**src/rtl/clk_ctl_pkg.sv**
```systemverilog
package clk_ctl_pkg;
  localparam int NUM_PLL   = 4;
  localparam int HW        = 16;
  localparam int DW        = 2 * HW;
  localparam int REGS_PER  = 4;
  localparam int MODE_IDX  = NUM_PLL * REGS_PER;
  localparam int STAT_IDX  = MODE_IDX + 1;
  localparam int NREG      = MODE_IDX + 1;
  localparam int OD_W      = 4;
  localparam int RD_W      = 6;
  localparam int RD_LSB    = 8;
  localparam int FB_W      = 13;
  localparam int BW_W      = 12;
  localparam int MODE_W    = 2;
  localparam int MODE_STEP = 4;

  typedef enum logic [MODE_W-1:0] {
    MODE_SLOW = 2'd0,
    MODE_NORM = 2'd1,
    MODE_DEEP = 2'd2
  } pll_mode_e;

  // Bits that hold state in word r of the writable map
  function automatic logic [HW-1:0] store_mask(input int r);
    logic [HW-1:0] m;
    m = '0;
    if (r == MODE_IDX) begin
      for (int p = 0; p < NUM_PLL; p++)
        m[p*MODE_STEP +: MODE_W] = '1;
    end else if (r < MODE_IDX) begin
      case (r % REGS_PER)
        0: begin
          m[OD_W-1:0] = '1;
          m[RD_LSB +: RD_W] = '1;
        end
        1: m[FB_W-1:0] = '1;
        2: m[BW_W-1:0] = '1;
        default: m[1:0] = 2'b11;
      endcase
    end
    return m;
  endfunction

  // Position of each PLL's lock flag in the status word
  function automatic int lock_pos(input int p);
    case (p)
      0: return 6;
      1: return 5;
      2: return 7;
      default: return 8;
    endcase
  endfunction
endpackage

```
**src/rtl/clk_ctl_mreg.sv**
```systemverilog
module clk_ctl_mreg #(
  parameter int HW = 16,
  parameter logic [HW-1:0] STORE_MASK = '1
) (
  input  logic          clk,
  input  logic          rst,
  input  logic          sel,
  input  logic [2*HW-1:0] wdata,
  output logic [HW-1:0] q
);
  genvar b;
  generate
    for (b = 0; b < HW; b++) begin : g_bit
      if (STORE_MASK[b]) begin : g_ff
        logic q_r;
        always_ff @(posedge clk) begin
          if (rst)
            q_r <= 1'b0;
          else if (sel && wdata[HW+b])
            q_r <= wdata[b];
        end
        assign q[b] = q_r;
      end else begin : g_zero
        assign q[b] = 1'b0;
      end
    end
  endgenerate


  keep_unselected_chk: assert property (@(posedge clk) disable iff (rst)
    sel |=> ((q ^ $past(q)) & ~$past(wdata[2*HW-1:HW])) == '0);

  take_selected_chk: assert property (@(posedge clk) disable iff (rst)
    sel |=> ((q ^ $past(wdata[HW-1:0])) & $past(wdata[2*HW-1:HW]) & STORE_MASK) == '0);

  idle_hold_chk: assert property (@(posedge clk) disable iff (rst)
    !sel |=> $stable(q));
endmodule

```
**src/rtl/clk_ctl_rdmux.sv**
```systemverilog
module clk_ctl_rdmux #(
  parameter int HW    = 16,
  parameter int NREG  = 17,
  parameter int IDX_W = 6
) (
  input  logic              clk,
  input  logic              rst,
  input  logic [IDX_W-1:0]  idx,
  input  logic              aligned,
  input  logic [NREG*HW-1:0] regs_flat,
  input  logic [HW-1:0]     status_word,
  output logic [2*HW-1:0]   rd_data
);
  logic [HW-1:0] nxt;

  always_comb begin
    nxt = '0;
    if (aligned) begin
      for (int r = 0; r < NREG; r++)
        if (idx == IDX_W'(r)) nxt = regs_flat[r*HW +: HW];
      if (idx == IDX_W'(NREG)) nxt = status_word;
    end
  end

  always_ff @(posedge clk) begin
    if (rst) rd_data <= '0;
    else     rd_data <= {{HW{1'b0}}, nxt};
  end


  unmapped_read_zero_chk: assert property (@(posedge clk) disable iff (rst)
    (!$past(aligned) || ($past(idx) > IDX_W'(NREG))) |-> rd_data == '0);
endmodule

```
**src/rtl/clk_ctl_regs.sv**
```systemverilog
module clk_ctl_regs
  import clk_ctl_pkg::*;
#(
  parameter int ADDR_W = 8
) (
  input  logic                    clk,
  input  logic                    rst,
  input  logic [ADDR_W-1:0]       addr,
  input  logic                    wr_en,
  input  logic [DW-1:0]           wr_data,
  output logic [DW-1:0]           rd_data,
  input  logic [NUM_PLL-1:0]      lock_in,
  output logic [NUM_PLL*OD_W-1:0] pll_out_div,
  output logic [NUM_PLL*RD_W-1:0] pll_ref_div,
  output logic [NUM_PLL*FB_W-1:0] pll_fb_div,
  output logic [NUM_PLL*BW_W-1:0] pll_bw_adj,
  output logic [NUM_PLL-1:0]      pll_rst,
  output logic [NUM_PLL-1:0]      pll_bypass,
  output logic [NUM_PLL*MODE_W-1:0] pll_mode
);
  localparam int IDX_W = ADDR_W - 2;

  logic [IDX_W-1:0]   word_idx;
  logic               aligned;
  logic [NREG*HW-1:0] regs_flat;
  logic [HW-1:0]      status_word;

  assign word_idx = addr[ADDR_W-1:2];
  assign aligned  = (addr[1:0] == 2'b00);

  genvar r, p;
  generate
    for (r = 0; r < NREG; r++) begin : g_reg
      logic sel;
      assign sel = wr_en && aligned && (word_idx == IDX_W'(r));
      clk_ctl_mreg #(.HW(HW), .STORE_MASK(store_mask(r))) u_reg (
        .clk   (clk),
        .rst   (rst),
        .sel   (sel),
        .wdata (wr_data),
        .q     (regs_flat[r*HW +: HW])
      );
    end

    for (p = 0; p < NUM_PLL; p++) begin : g_pll
      localparam int B = p * REGS_PER * HW;
      assign pll_out_div[p*OD_W +: OD_W] = regs_flat[B +: OD_W];
      assign pll_ref_div[p*RD_W +: RD_W] = regs_flat[B + RD_LSB +: RD_W];
      assign pll_fb_div[p*FB_W +: FB_W]  = regs_flat[B + HW +: FB_W];
      assign pll_bw_adj[p*BW_W +: BW_W]  = regs_flat[B + 2*HW +: BW_W];
      assign pll_rst[p]    = regs_flat[B + 3*HW + 1];
      assign pll_bypass[p] = regs_flat[B + 3*HW];
      assign pll_mode[p*MODE_W +: MODE_W] =
        regs_flat[MODE_IDX*HW + p*MODE_STEP +: MODE_W];
    end
  endgenerate

  always_comb begin
    status_word = '0;
    for (int i = 0; i < NUM_PLL; i++)
      status_word[lock_pos(i)] = lock_in[i];
  end

  clk_ctl_rdmux #(.HW(HW), .NREG(NREG), .IDX_W(IDX_W)) u_rdmux (
    .clk         (clk),
    .rst         (rst),
    .idx         (word_idx),
    .aligned     (aligned),
    .regs_flat   (regs_flat),
    .status_word (status_word),
    .rd_data     (rd_data)
  );


  reset_state_chk: assert property (@(posedge clk) disable iff (rst)
    $past(rst) |-> (pll_mode == '0 && pll_rst == '0 && pll_bypass == '0 &&
                    pll_out_div == '0 && pll_fb_div == '0));

  lock_layout_chk: assert property (@(posedge clk) disable iff (rst)
    ($past(aligned) && $past(word_idx) == IDX_W'(STAT_IDX)) |->
      (rd_data[4:0] == '0 && rd_data[DW-1:9] == '0));
endmodule

```
**config.mk**
```make
export PLATFORM = sky130hd
export DESIGN_NAME = clk_ctl_regs
export DESIGN_NICKNAME = d
export VERILOG_FILES = /design/src/rtl/clk_ctl_pkg.sv /design/src/rtl/clk_ctl_mreg.sv /design/src/rtl/clk_ctl_rdmux.sv /design/src/rtl/clk_ctl_regs.sv
export SDC_FILE = /design/constraint.sdc
export NUM_CORES = 1
export LEC_CHECK = 0
export ABC_AREA = 0
export BUFFER_PORTS_ARGS = -buffer_cell sky130_fd_sc_hd__buf_4
export CORE_MARGIN = 3
export CORE_UTILIZATION = 49
export CTS_CLUSTER_SIZE = 10
export DETAILED_ROUTE_END_ITERATION = 10
export GPL_TIMING_DRIVEN = 0
export PLACE_DENSITY_LB_ADDON = 0.08
export SETUP_SLACK_MARGIN = 0.2
export SYNTH_ARGS = -nofsm -noshare
export SYNTH_HDL_FRONTEND = slang
export SYNTH_SLANG_ARGS = --single-unit
```
**constraint.sdc**
```tcl
create_clock -name clk -period 2 [get_ports clk]
set_clock_uncertainty 0.2 [all_clocks]
set_input_delay 0.4 -clock clk [delete_from_list [all_inputs] [get_ports clk]]
set_output_delay 0.4 -clock clk [all_outputs]
set_load 0.1 [all_outputs]
```
==> results.md <==
- DR WL met3: 5.395 mm
- IO Port Bufs: approximately 200
- Post-synth top flop: dfxtp_1
- WP data arrival: 2.18 ns
- Syn Area/Cell: 8.307 sq um
- Total iterations of the first detailed-routing run: 5
- WL met2: 18.43 mm
- Fin worst setup slack: -0.05758 ns
- Routed Antenna Nets: 0
- CTS tree: done
- Synth area leader: dfxtp_1
- M1 wire length: between 15 and 20 mm
- Area growth, synth to finish: 52.15%
- Finish-stage setup viols: 10
- Final nets: ~1500
- RSZ-0062 raised after global routing: true
- Final HPWL DP: 26.42 mm
- Cell leakage power: 7.382 nW
- Num ports: 235
- Avg Vias per Cell: 5.770
- Worst Hold Class: primary input to flop
- Violated checks: negative setup slack
- Total die area: 21400 sq um
- Async SR Flop Fraction: 0%
- Post-Syn Area: 9644 sq um
- Post-synth EDFFs: 0
- Wire per inst: 23.66 microns
- Initial Util: 50.71%
- Top cell type's share of synthesized area: 35.29%
- Row count: 50
- Clock slew at reported path FFs: roughly 0.07 ns
- Final period util: 102.9%
- Ys Warns: 0
- Seq/Total Area, Yosys: 35.29%
- DRC Markers: 0
- CP Launch Type: primary input
- FF+latch count, synth: 170
- Die H: about 150 microns
- Gr ovfl total: 0
- Synth cell types: 67
- H-tree depth: 4
- Skew-Pair Late Insertion Delay: 0.44 ns
- Max-slew violations: 0
- Crit Path Max Fanout: 4
- Commonest non-fill, non-tap cell in the layout: buf_4
- RePlAce Congestion: 0.9756
- Global Route Usage Sum: a little over a third
- Worst rel slew slack: between 20% and 30%
- Iteration-0 DRC Markers: 1058
- Clk sink count: 170
- FMAX: 486.0 MHz
- Diode count: 0
- MaxCap Viol Count: 0
- Most frequent cells in the layout: buf_4, buf_6, nor2_1, dfxtp_1, mux2i_1
- Max Used Layer: met4
- Root buffer cell: clkbuf_16
- Worst EP required: 2.13 ns
- Chip Width: 146.3 microns
- Worst-margin pin slew: roughly 1.1 ns
- Core Box Area: 19020 sq um
- Vias: between 10000 and 15000
- Layout Utilization: a little under 80%
- Peak supply drop: 609.0 uV
- TritonCTS Buffers: 17
- Crit end category: flop
- Post-Synthesis Cells: 1161
- Fin. Hold Viols: 0
- PwrDens: 524.9 nW/um^2
- Synth area leaders: dfxtp_1, mux2i_1, buf_4
- Clock buffer depth: 2
- Crit path time final: about 2 ns
- Via count of the first global-routing pass: between 9000 and 10000
- WHS: 0.01080 ns
- Share of cells above drive strength 1: 45.63%
- First-pass GRT wire length: 58.71 mm
- Final WL: 41.36 mm
- Crit Path Category: primary input to flop
- Run status: finished with violations
- FILL cells: between 1000 and 1500
- Largest net degree at the start of global routing: 17
- Initial antenna violation count: 0
-- sequential cells by signal, indices dropped and copies added (netlist names) --
signal                  cells
g.u_reg.g_bit.g_ff.q_r    156
u_rdmux.rd_data            14
-- cell usage after synthesis, types with 7 or more instances --
cell type,n
nor2_1,184
buf_4,176
dfxtp_1,170
nand2_1,165
mux2i_1,155
clkbuf_1,44
a21oi_1,35
o21ai_0,24
buf_2,18
nand3_1,16
buf_6,12
nor3_1,12
o221ai_1,11
a221oi_1,10
nand2_2,10
a21o_1,7
a222oi_1,7
-- routing by layer --
| layer | vias up | global-route usage, % |
|---|---|---|
| li1 | 4381 | - |
| met1 | 4719 | 45.54 |
| met2 | 808 | 56.19 |
| met3 | 178 | 10.74 |
| met4 | 0 | 18.63 |
| met5 | - | 0 |
-- layout make-up --
cell class,instances,area [sq um],share of cell area (%)
Multi-Input combinational cell,750,5315,36.22
Sequential cell,170,3415,23.27
Buffer,252,1991,13.57
Clock buffer,19,432.9,2.950
Tap cell,260,325.3,2.217
Clock inverter,12,138.9,0.9464
Inverter,6,27.53,0.1876
Timing Repair Buffer,279,3029,20.64
-- worst max-delay path, stage by stage --
cell	delay, ns
buf_8	0.11
buf_8	0.11
or4b_4	0.55
nor3_4	0.23
buf_4	0.17
buf_6	0.12
a221oi_1	0.09
nand3_1	0.10
a31oi_1	0.05
nor4_1	0.24
-- worst paths after layout --
check	slack (ns)	start	cells after the start	endpoint
hold / removal	0.01	wr_data[3]	3	g_reg[0].u_reg.g_bit[3].g_ff.q_r$_SDFFE_PP0P_
setup / recovery	-0.06	addr[3]	10	u_rdmux.rd_data[4]$_SDFF_PP0_
setup reg to reg	0.32	g_reg[1].u_reg.g_bit[0].g_ff.q_r$_SDFFE_PP0P_	5	u_rdmux.rd_data[0]$_SDFF_PP0_
hold reg to reg	0.28	g_reg[12].u_reg.g_bit[10].g_ff.q_r$_SDFFE_PP0P_	2	g_reg[12].u_reg.g_bit[10].g_ff.q_r$_SDFFE_PP0P_
-- through the flow --
step / cells / setup slack [ns] / instance area, sq um / power, W / TNS, ns
detailed placement: 1634 / -1.212 / 11690 / 0.004234 / -111.49
CTS: 1725 / -0.08212 / 13810 / 0.007580 / -0.4461
global placement: 1634 / -1.240 / 11690 / 0.004233 / -112.55
floorplan: 1178 / -0.1701 / 9891 / 0.003988 / -5.675
finish: 1748 / -0.05758 / 14670 / 0.007702 / -0.2437
global route: 1748 / -0.06447 / 14670 / 0.007838 / -0.4720
-- cell families (layout without fill, tap and decap cells) --
| family | count (synthesis) | after routing | share of synthesized area [%] |
|---|---|---|---|
| AOI/OAI and AO/OA | 137 | 137 | 9.756 |
| xor gates and xnor gates | 1 | 1 | 0.09083 |
| buffers and inverters | 258 | 568 | 18.23 |
| DFF | 170 | 170 | 35.29 |
| muxes | 158 | 158 | 16.55 |
| other | 1 | 18 | 0.03888 |
| and+or+nand+nor | 436 | 436 | 20.04 |
-- timing repair --
action,CTS,global route
hold buffers,0,0
pin swaps,41,47
buffers inserted,56,22
setup endpoints to repair,244,232
endpoints found under the hold margin,0,0
gates resized for setup,262,165
cloned,4,1
-- report_power, final --
part	leakage, nW	switching (W)	internal (W)
clock network	0.267	0.00150	0.00185
registers	1.37	0.00000262	0.00339
logic	5.74	0.000688	0.000273
(Power assumes the default switching activity.)
